File: config.mk
export PLATFORM = sky130hd
export DESIGN_NAME = lload_mgr
export DESIGN_NICKNAME = d
export VERILOG_FILES = /design/src/rtl/llm_pkg.sv /design/src/rtl/pw_clamp.sv /design/src/rtl/burst_fsm.sv /design/src/rtl/dcm_tracker.sv /design/src/rtl/lload_mgr.sv
export SDC_FILE = /design/constraint.sdc
export NUM_CORES = 1
export LEC_CHECK = 0
export ABC_AREA = 1
export CORE_MARGIN = 2
export CORE_UTILIZATION = 45
export CTS_BUF_LIST = sky130_fd_sc_hd__clkbuf_8
export DETAILED_ROUTE_END_ITERATION = 16
export DONT_BUFFER_PORTS = 1
export PLACE_DENSITY = 0.63
export SLEW_MARGIN = 15
export SYNTH_ARGS = -nofsm -noshare
export SYNTH_HDL_FRONTEND = slang
export SYNTH_SLANG_ARGS = --single-unit
File: constraint.sdc
create_clock -name clk -period 2.4 [get_ports clk]
set_input_delay 0.48 -clock clk [delete_from_list [all_inputs] [get_ports clk]]
set_output_delay 0.48 -clock clk [all_outputs]
set_load 0.01 [all_outputs]
File: src/rtl/llm_pkg.sv
package llm_pkg;
  typedef enum logic [1:0] {ST_RUN, ST_BURST, ST_HALT} pstate_e;
  localparam logic LEG_AD = 1'b0;
  localparam logic LEG_BC = 1'b1;
endpackage

File: src/rtl/pw_clamp.sv
module pw_clamp #(
  parameter int PW_W       = 8,
  parameter int TMIN_FLOOR = 4
) (
  input  logic [PW_W-1:0] demand_i,
  input  logic [PW_W-1:0] tmin_i,
  input  logic [PW_W-1:0] ilim_i,
  output logic            short_o,
  output logic [PW_W-1:0] run_w_o,
  output logic [PW_W-1:0] burst_w_o
);
  localparam logic [PW_W-1:0] FLOOR_W = PW_W'(TMIN_FLOOR);

  logic [PW_W-1:0] tmin_eff;
  logic [PW_W-1:0] floor_w;

  always_comb begin
    tmin_eff  = (tmin_i < FLOOR_W) ? FLOOR_W : tmin_i;
    short_o   = (demand_i < tmin_eff);
    floor_w   = short_o ? tmin_eff : demand_i;
    run_w_o   = (floor_w < ilim_i) ? floor_w : ilim_i;
    burst_w_o = (tmin_eff < ilim_i) ? tmin_eff : ilim_i;
  end
endmodule

File: src/rtl/burst_fsm.sv
module burst_fsm
  import llm_pkg::*;
#(
  parameter int PW_W        = 8,
  parameter int BURST_PAIRS = 1
) (
  input  logic            clk,
  input  logic            rst_n,
  input  logic            stb_i,
  input  logic            short_i,
  input  logic [PW_W-1:0] run_w_i,
  input  logic [PW_W-1:0] burst_w_i,
  output logic [PW_W-1:0] pw_o,
  output logic            leg_o,
  output logic            burst_o
);
  localparam int BURST_LEN = 2 * BURST_PAIRS;
  localparam int CNT_W     = $clog2(BURST_LEN + 1);
  localparam logic [CNT_W-1:0] LEN_C = CNT_W'(BURST_LEN);

  pstate_e         state_q, state_d;
  logic [CNT_W-1:0] cnt_q, cnt_d;
  logic [PW_W-1:0]  pw_q, pw_d;
  logic             leg_q, leg_d;
  logic             nleg;

  always_comb begin
    state_d = state_q;
    cnt_d   = cnt_q;
    pw_d    = pw_q;
    leg_d   = leg_q;
    nleg    = ~leg_q;
    if (stb_i) begin
      leg_d = nleg;
      case (state_q)
        ST_RUN: begin
          if (short_i && (nleg == LEG_AD)) begin
            state_d = ST_BURST;
            cnt_d   = CNT_W'(1);
            pw_d    = burst_w_i;
          end else begin
            pw_d = run_w_i;
          end
        end
        ST_BURST: begin
          if (cnt_q < LEN_C) begin
            cnt_d = cnt_q + 1'b1;
            pw_d  = burst_w_i;
          end else if (short_i) begin
            state_d = ST_HALT;
            cnt_d   = '0;
            pw_d    = '0;
          end else begin
            state_d = ST_RUN;
            cnt_d   = '0;
            pw_d    = run_w_i;
          end
        end
        ST_HALT: begin
          if (!short_i) begin
            state_d = ST_RUN;
            cnt_d   = '0;
            pw_d    = run_w_i;
          end else begin
            pw_d = '0;
          end
        end
        default: begin
          state_d = ST_RUN;
          cnt_d   = '0;
          pw_d    = '0;
        end
      endcase
    end
  end

  always_ff @(posedge clk or negedge rst_n) begin
    if (!rst_n) begin
      state_q <= ST_RUN;
      cnt_q   <= '0;
      pw_q    <= '0;
      leg_q   <= LEG_BC;
    end else if (stb_i) begin
      state_q <= state_d;
      cnt_q   <= cnt_d;
      pw_q    <= pw_d;
      leg_q   <= leg_d;
    end
  end

  assign pw_o    = pw_q;
  assign leg_o   = leg_q;
  assign burst_o = (state_q == ST_BURST);


  pw_hold_chk: assert property (@(posedge clk) disable iff (!rst_n)
    !$past(stb_i) |-> $stable(pw_q));

  halt_zero_chk: assert property (@(posedge clk) disable iff (!rst_n)
    (state_q == ST_HALT) |-> (pw_q == '0));

  burst_exit_leg_chk: assert property (@(posedge clk) disable iff (!rst_n)
    $fell(burst_o) |-> (leg_q == LEG_AD));

  leg_toggle_chk: assert property (@(posedge clk) disable iff (!rst_n)
    $past(stb_i) |-> (leg_q != $past(leg_q)));
endmodule

File: src/rtl/dcm_tracker.sv
module dcm_tracker #(
  parameter int CS_W   = 8,
  parameter int QUAL_N = 2
) (
  input  logic            clk,
  input  logic            rst_n,
  input  logic            stb_i,
  input  logic [CS_W-1:0] cs_i,
  input  logic [CS_W-1:0] thr_i,
  input  logic [CS_W-1:0] hyst_i,
  input  logic            force_i,
  input  logic            nodcm_i,
  output logic            sr_en_o
);
  localparam int Q_W = $clog2(QUAL_N + 1);
  localparam logic [Q_W-1:0] LAST_Q = Q_W'(QUAL_N - 1);

  logic           mode_q, mode_d;
  logic [Q_W-1:0] q_q, q_d;
  logic [CS_W:0]  thr_eff;
  logic           cond;

  always_comb begin
    thr_eff = mode_q ? ({1'b0, thr_i} + {1'b0, hyst_i}) : {1'b0, thr_i};
    cond    = mode_q ? ({1'b0, cs_i} >= thr_eff) : ({1'b0, cs_i} < thr_eff);
    mode_d  = mode_q;
    q_d     = q_q;
    if (force_i) begin
      mode_d = 1'b1;
      q_d    = '0;
    end else if (nodcm_i) begin
      mode_d = 1'b0;
      q_d    = '0;
    end else if (stb_i) begin
      if (cond) begin
        if (q_q == LAST_Q) begin
          mode_d = ~mode_q;
          q_d    = '0;
        end else begin
          q_d = q_q + 1'b1;
        end
      end else begin
        q_d = '0;
      end
    end
  end

  always_ff @(posedge clk or negedge rst_n) begin
    if (!rst_n) begin
      mode_q <= 1'b0;
      q_q    <= '0;
    end else if (stb_i || force_i || nodcm_i) begin
      mode_q <= mode_d;
      q_q    <= q_d;
    end
  end

  assign sr_en_o = ~mode_q;


  force_dcm_chk: assert property (@(posedge clk) disable iff (!rst_n)
    $past(force_i) |-> !sr_en_o);

  no_dcm_chk: assert property (@(posedge clk) disable iff (!rst_n)
    ($past(nodcm_i) && !$past(force_i)) |-> sr_en_o);

  mode_on_stb_chk: assert property (@(posedge clk) disable iff (!rst_n)
    ((mode_q != $past(mode_q)) && !$past(force_i) && !$past(nodcm_i)) |-> $past(stb_i));
endmodule

File: src/rtl/lload_mgr.sv
module lload_mgr #(
  parameter int PW_W        = 8,
  parameter int CS_W        = 8,
  parameter int TMIN_FLOOR  = 4,
  parameter int BURST_PAIRS = 1,
  parameter int QUAL_N      = 2
) (
  input  logic            clk,
  input  logic            rst_n,
  input  logic            cyc_stb,
  input  logic [PW_W-1:0] demand_i,
  input  logic [PW_W-1:0] tmin_i,
  input  logic [PW_W-1:0] ilim_i,
  input  logic [CS_W-1:0] cs_i,
  input  logic [CS_W-1:0] dcm_thr_i,
  input  logic [CS_W-1:0] dcm_hyst_i,
  input  logic            force_dcm_i,
  input  logic            no_dcm_i,
  output logic [PW_W-1:0] pw_o,
  output logic            leg_o,
  output logic            sr_en_o,
  output logic            burst_o
);
  logic            short_w;
  logic [PW_W-1:0] run_w;
  logic [PW_W-1:0] burst_w;

  pw_clamp #(.PW_W(PW_W), .TMIN_FLOOR(TMIN_FLOOR)) u_clamp (
    .demand_i (demand_i),
    .tmin_i   (tmin_i),
    .ilim_i   (ilim_i),
    .short_o  (short_w),
    .run_w_o  (run_w),
    .burst_w_o(burst_w)
  );

  burst_fsm #(.PW_W(PW_W), .BURST_PAIRS(BURST_PAIRS)) u_fsm (
    .clk      (clk),
    .rst_n    (rst_n),
    .stb_i    (cyc_stb),
    .short_i  (short_w),
    .run_w_i  (run_w),
    .burst_w_i(burst_w),
    .pw_o     (pw_o),
    .leg_o    (leg_o),
    .burst_o  (burst_o)
  );

  dcm_tracker #(.CS_W(CS_W), .QUAL_N(QUAL_N)) u_dcm (
    .clk    (clk),
    .rst_n  (rst_n),
    .stb_i  (cyc_stb),
    .cs_i   (cs_i),
    .thr_i  (dcm_thr_i),
    .hyst_i (dcm_hyst_i),
    .force_i(force_dcm_i),
    .nodcm_i(no_dcm_i),
    .sr_en_o(sr_en_o)
  );


  ilim_cap_chk: assert property (@(posedge clk) disable iff (!rst_n)
    $past(cyc_stb) |-> (pw_o <= $past(ilim_i)));
endmodule

; ---- Yosys cells after proc, flatten, opt, wreduce, memory -nomap -nowiden
; Index checks and enable logic that the tools add are counted.
[word_totals]
wordCells = 62
out_inout_bits = 11
ff_bits = 16
input_bits = 53
[classes]
n_reduce_logical = 11
order_cmp = 7
addsub = 3
n_bitwise = 2
eq_ne = 6
muxes = 27
[op_table]
columns = cell, count
row1 = $mux W8, 7
row2 = $lt A8 B8 Y1, 3
row3 = $pmux W8 S3, 1
row4 = $mux W2, 10
row5 = $pmux W2 S3, 2
row6 = $add A8 B8 Y9, 1
row7 = $ge A8 B9 Y1, 1
row8 = $lt A8 B9 Y1, 1
row9 = $mux W9, 1
row10 = $reduce_bool A3 Y1, 3
row11 = $lt A8 B3 Y1 const B, 1
row12 = $reduce_and A4 Y1, 2
row13 = $mux W1, 6
row14 = $add A2 B1 Y2 const B, 2
row15 = $eq A2 B1 Y1 const B, 2
row16 = $ne A2 B2 Y1 const B, 2
row17 = $reduce_and A3 Y1, 1
row18 = $eq A2 B2 Y1 const B, 1
row19 = $logic_not A2 Y1, 1
row20 = $logic_or A1 B1 Y1, 2
row21 = $lt A2 B2 Y1 const B, 1
row22 = $ne A2 B1 Y1 const B, 1
row23 = $not A1 Y1, 2
row24 = $reduce_and A2 Y1, 1
row25 = $logic_and A1 B1 Y1, 1

; ---- Depth between registers and ports, before layout
[logic_depth]
ltp_word = 9
depth_mapped = 26
ltp_nobuf = 25

; ---- Modules after synthesis
; From an unflattened synthesis, not the netlist that was laid out.
[unflattened]
cells_unflattened = 435
hier_area_um2 = 2761.4
[modules_own_cells]
columns = mod, instances, seq_area_each_um2, area_per_inst_um2, cells_each
row1 = burst_fsm, 1, 326.6, 1017.2, 164
row2 = pw_clamp, 1, 0.0, 927.1, 153
row3 = dcm_tracker, 1, 75.1, 817.0, 118

; ---- Worst setup path after synthesis
; No wires, ideal clock.
[synth_path]
path_kind = input to register
startpoint = input port tmin_i[3]
endpoint = register u_fsm.pw_q[6] (netlist: u_fsm.pw_o[6])
path_buffers = 1
setup_slack_ns = -0.739
arrival_ns = 3.023
path_stages = 23
required_time_ns = 2.284
setup_time_ns = 0.116
path_cell_list = nor2_1 -> nand3_2 -> nand2_1 -> inv_1 -> ha_1 -> nand2_1 -> inv_1 -> nand2_1 -> nand2_1 -> nand2_2 -> nand2_4 -> buf_4 -> nand2_1 -> o21ai_0 -> ha_1 -> a21oi_1 -> nor2_1 -> a211oi_2 -> nand3_1 -> nand3_1 -> nand2_1 -> nand2_1 -> nand2_1
[synth_between]
elab_chain_len = 9
word_cells_on_any_way = 13
cone_classes = order compare (4) / mux (8) / reduce/logical (1)
[synth_rtl]
columns = item, line_no
row1 = "start, declared", lload_mgr.sv:12  ; input logic [PW_W-1:0] tmin_i,
row2 = $lt A8 B3 Y1, pw_clamp.sv:18  ; tmin_eff = (tmin_i < FLOOR_W) ? FLOOR_W : tmin_i;
row3 = $mux W8 (*), pw_clamp.sv:18
row4 = $lt A8 B8 Y1, pw_clamp.sv:19  ; short_o = (demand_i < tmin_eff);
row5 = $mux W8, pw_clamp.sv:20  ; floor_w = short_o ? tmin_eff : demand_i;
row6 = $lt A8 B8 Y1, pw_clamp.sv:21  ; run_w_o = (floor_w < ilim_i) ? floor_w : ilim_i;
row7 = $mux W8, pw_clamp.sv:21
row8 = $mux W8, "burst_fsm.sv:49, burst_fsm.sv:60"
row9 = $mux W8, burst_fsm.sv:46  ; if (cnt_q < LEN_C) begin
row10 = $pmux W8 S3 (*), burst_fsm.sv:35  ; case (state_q)
row11 = "end signal, assigned", burst_fsm.sv:86  ; pw_q <= pw_d;
row12 = "end, declared", burst_fsm.sv:23  ; logic [PW_W-1:0] pw_q, pw_d;
; Every way passes the cells marked *; elsewhere a longest branch is shown, timed or not.
; A chain may end at the register's enable or synchronous reset.

; ---- Final worst setup path
[layout_path]
startpoint = input port dcm_thr_i[0]
endpoint = register u_dcm.q_q[1]
[layout_between]
elab_chain_len = 8
word_cells_on_any_way = 9
cone_classes = add/sub (1) / order compare (2) / mux (6)
[layout_rtl]
columns = item, line_no
row1 = "start, declared", lload_mgr.sv:15  ; input logic [CS_W-1:0] dcm_thr_i,
row2 = $add A8 B8 Y9, dcm_tracker.sv:24  ; thr_eff = mode_q ? ({1'b0, thr_i} + {1'b0, hyst_i}) : {1'b0, thr_i};
row3 = $mux W9 (*), dcm_tracker.sv:24
row4 = $lt A8 B9 Y1 or $ge A8 B9 Y1 (tied branches), dcm_tracker.sv:25  ; cond = mode_q ? ({1'b0, cs_i} >= thr_eff) : ({1'b0, cs_i} < thr_eff);
row5 = $mux W1 (*), dcm_tracker.sv:25
row6 = $mux W2 (*), dcm_tracker.sv:35  ; if (cond) begin
row7 = $mux W2 (*), dcm_tracker.sv:34  ; end else if (stb_i) begin
row8 = $mux W2 (*), dcm_tracker.sv:31  ; end else if (nodcm_i) begin
row9 = $mux W2 (*), dcm_tracker.sv:28  ; if (force_i) begin
row10 = "end signal, assigned", dcm_tracker.sv:54  ; q_q <= q_d;
row11 = "end, declared", dcm_tracker.sv:19  ; logic [Q_W-1:0] q_q, q_d;
; Every way passes the cells marked *; elsewhere a longest branch is shown, timed or not. The select of a mux whose other input is x is not followed.

==> results.cfg <==
[outcome]
status = complete, but fails checks
violations = negative setup slack

[critical_path]
cpMaxStageDelayCell = fa_2
cp_common_cell = nor2_1
max_stage_delay_ns = 0.35
r2r_end = u_dcm.q_q[1]
worst-setup-path-type = in -> reg
cp_data_required_time_ns = 2.58
cp.arrival_ns = 3.01
crit_buf_inv = 1
rr_worst_depth = 14
cp_max_fo = 3
r2r_slack_ns = 0.06
crit_path_cell_trace = ha_4 -> fa_2 -> a21oi_2 -> nor2_1 -> nor2_1 -> nor2_1 -> o21ai_1 -> o21ai_1 -> ha_1 -> nand4_1 -> o221a_2 -> o21ai_2 -> nand2_1 -> o211ai_1 -> nand3_1 -> nand2_1 -> buf_4 -> nand4_1 -> a21boi_1
endpoint_kind = flip-flop
cp-start-kind = input port
r2r-start = u_dcm.mode_q
critPathTopFamily = compound AO/OA/AOI/OAI gates

[pwr]
p_switching_uw = 855.8
power.share.clock_pct = 12.6
leakage_nw = 1.647
power_frac_comb_pct = 61.6
ir_worst_vdd_mv = 0.3440
p_int_mw = 1.056
totalPowerFinal_mw = 1.912
pwr-share-seq_pct = 25.8
sw_frac_of_total_pct = 44.76
p_per_area_mw_per_mm2 = 593.5

[place]
post_dp_cell_area_mm2 = 0.002591
port_buffers = 0
dpl.cell_count = 426
dp_hpwl_um = 4473
place_congestion = 0.8232

[sta]
slew_viol_final = 0
worst_slew_pin_slew_ns = 0.6680
fmaxAchievable_ghz = 0.3524
fin_ws_ns = -0.4377
relSlewSlack_pct = 55.32
min_period_over_period_pct = 118.2
finalHoldViolCount = 0
post-route-min-period_ns = 2.838
rsz0062_at_grt = true
setup_viol_count_final = 11
fin_skew_ns = 0.001288

[final_layout]
num_antenna_cells = 0
drive_above_1_share_pct = 39.23
fin_area_mm2 = 0.003222
fin_nets = 482
area_delta_synth_final_pct = 45.89
fin_cells = 457

[clocking]
clk_latency_ns = 0.25
cts_max_path_buffers = 2
cts_root_buffer = clkbuf_8
cts_tree = yes
cts_buffers = 3
clkTransAtPathRegs_ns = 0.07
numClockSinks = 16
htree_levels = 1

[synthesis]
yosys_most_used_dff = dfrtp_1
syn_inst = 334
ys_async_sr_fraction_pct = 100.0
syn_avg_cell_area_um2 = 6.612
synth_xor_xnor_area_share_pct = 1.190
synth_seq_cells = 16
muxShareOfSynthArea_pct = 0.9065
synth_area_leaders = ha_1 (21%), dfrtp_1 (17%), nand2_1 (16%)
ys_seq_area_share_pct = 18.19
synth_compound_area_share_pct = 16.26
synth_area_mm2 = 0.002208
synth-simple-area-share_pct = 30.71
synth_warnings = 0
synth_edf_count = 0
yosysTopAreaCellShare_pct = 20.96
synth_top_area_cell = ha_1
synthDistinctLibCells = 33
synthAdderAreaFrac_pct = 21.87
synth_top_family_by_area = simple AND/OR/NAND/NOR gates
syn-num-nets = 425

[global_routing]
grt_pass1_wl_um = 9328
grt_usage_pct = 21.07
grt_overflow_total = 0
antenna_found_initial = 0
grt_pass1_vias = 2238
grt_max_degree = 16

[route]
antenna_left = 0
avgViaCountPerCell = 5.230
drtIter0Drc = 101
via_count = 2390
firstDrtPassIters = 4
remaining_drc_errors = 0
routedWlPerCell_um = 13.70
postRouteWirelength_um = 6262

[floorplanning]
io_pins = 64
core_mm2 = 0.004723
chipWidth_um = 74.06
rows = 25
initial_core_util_pct = 46.75
chipHeight_um = 74.06
die_area_mm2 = 0.005484

[hold_path]
hold_class = in -> async

[flow_run]
cap_violations = 0
==> metrics by stage <==
stage | setup slack [ns] | setup TNS [ns] | utilization, % | hold slack (ns)
floorplan | -0.5646 | -5.556 | - | 0.1844
global placement | -0.6188 | -6.565 | 54.86 | 0.1847
detailed placement | -0.6814 | -7.093 | 54.86 | 0.1847
CTS | -0.3596 | -3.473 | 62.76 | 0.06184
global route | -0.7115 | -6.786 | 68.21 | 0.05587
finish | -0.4377 | -4.461 | 68.21 | 0.06682
==> power by group through the flow <==
stage	logic (mW)	registers [mW]	clock network (mW)
after floorplan	0.633	0.475	0
after global placement	0.862	0.496	0
after detailed placement	0.881	0.497	0
after CTS	1.02	0.494	0.242
after global routing	1.32	0.513	0.254
final	1.18	0.493	0.241
==> placed cells by master (no fill, tap or decap), types with 7 or more instances in the layout <==
cell	instances
o21ai_1	9
o211ai_1	11
ha_1	28
nand2_2	19
nand3_2	13
ha_4	8
a21oi_1	7
nand2_1	71
buf_4	55
nor2_1	16
dfrtp_1	15
nand2_4	9
nand3_1	11
inv_1	43
==> cell usage after synthesis, types with 2 or more instances <==
library cell and number:
o21bai_1 2, buf_4 2, a22oi_1 3, a21boi_0 2, ha_1 37, a21oi_1 14
nand2_1 94, nand2_4 3, nand2_2 2, nand3_1 23, nor3_1 3, xor2_1 3
nor2_1 24, clkbuf_1 6, o211ai_1 11, o21ai_0 20, dfrtp_1 15, a211oi_2 2
nand3_2 2, mux2i_1 2, nand4_1 4, inv_1 49
==> layout make-up <==
| cell class | count | area, um2 |
|---|---|---|
| Sequential cell | 16 | 401.6 |
| Clock buffer | 4 | 55.05 |
| Fill cell | 387 | 1501 |
| Multi-Input combinational cell | 259 | 1992 |
| Inverter | 50 | 190.2 |
| Timing Repair Buffer | 61 | 499.2 |
| Tap cell | 67 | 83.83 |
==> registers in the layout, indices dropped and copies added, names as in the netlist <==
signal and cells:
u_fsm.leg_o 1, u_fsm.state_q 2, u_fsm.cnt_q 2, u_fsm.pw_o 8, u_dcm.mode_q 1, u_dcm.q_q 2
==> worst reg2reg max path, stage by stage (launching register included) <==
cell and delay, ns:
dfrtp_1 0.36, clkinv_1 0.17, a21oi_1 0.16, a22oi_1 0.08, ha_1 0.30, nand4_1 0.12, o221a_2 0.26, o21ai_2 0.12
nand2_1 0.08, o211ai_1 0.08, nand3_1 0.09, nand2_1 0.09, buf_4 0.11, nand4_1 0.09, a21boi_1 0.16
==> metal layers <==
| layer | vias up | track usage (%) | share of wire, % |
|---|---|---|---|
| li1 | 1224 | - | - |
| met1 | 1092 | 25.00 | 40 |
| met2 | 64 | 38.39 | 52 |
| met3 | 10 | 4.201 | 5.8 |
| met4 | 0 | 5.859 | 1.5 |
| met5 | - | 0 | 0 |
==> worst max path at each step <==
stage                  from             to  slack [ns]  depth (start not counted)
5_1_grt        dcm_thr_i[2]   u_dcm.mode_q       -0.71                         21
4_1_cts        dcm_thr_i[0]   u_dcm.mode_q       -0.36                         21
6_report       dcm_thr_i[0]   u_dcm.q_q[1]       -0.44                         19
3_3_place_gp   dcm_thr_i[0]   u_dcm.mode_q       -0.62                         21
2_1_floorplan     tmin_i[7]  u_fsm.pw_o[0]       -0.56                         24
3_5_place_dp      tmin_i[7]  u_fsm.pw_o[0]       -0.68                         22
==> logic make-up after synthesis <==
group | count (synthesis)
xor gates and xnor gates | 3
adders and majority gates | 38
DFF | 16
AOI/OAI and AO/OA | 58
muxes | 2
and+or+nand+nor | 157
buffers and inverters | 60
==> timing repair <==
action	CTS	global route
resized for setup	39	59
buffers inserted	20	6
pin swaps	31	51
gates cloned	2	0
endpoints found under the hold margin	15	0
endpoints found under the setup margin	11	15
hold buffers	1	0
Note: power is estimated with default switching activity, not from simulation.
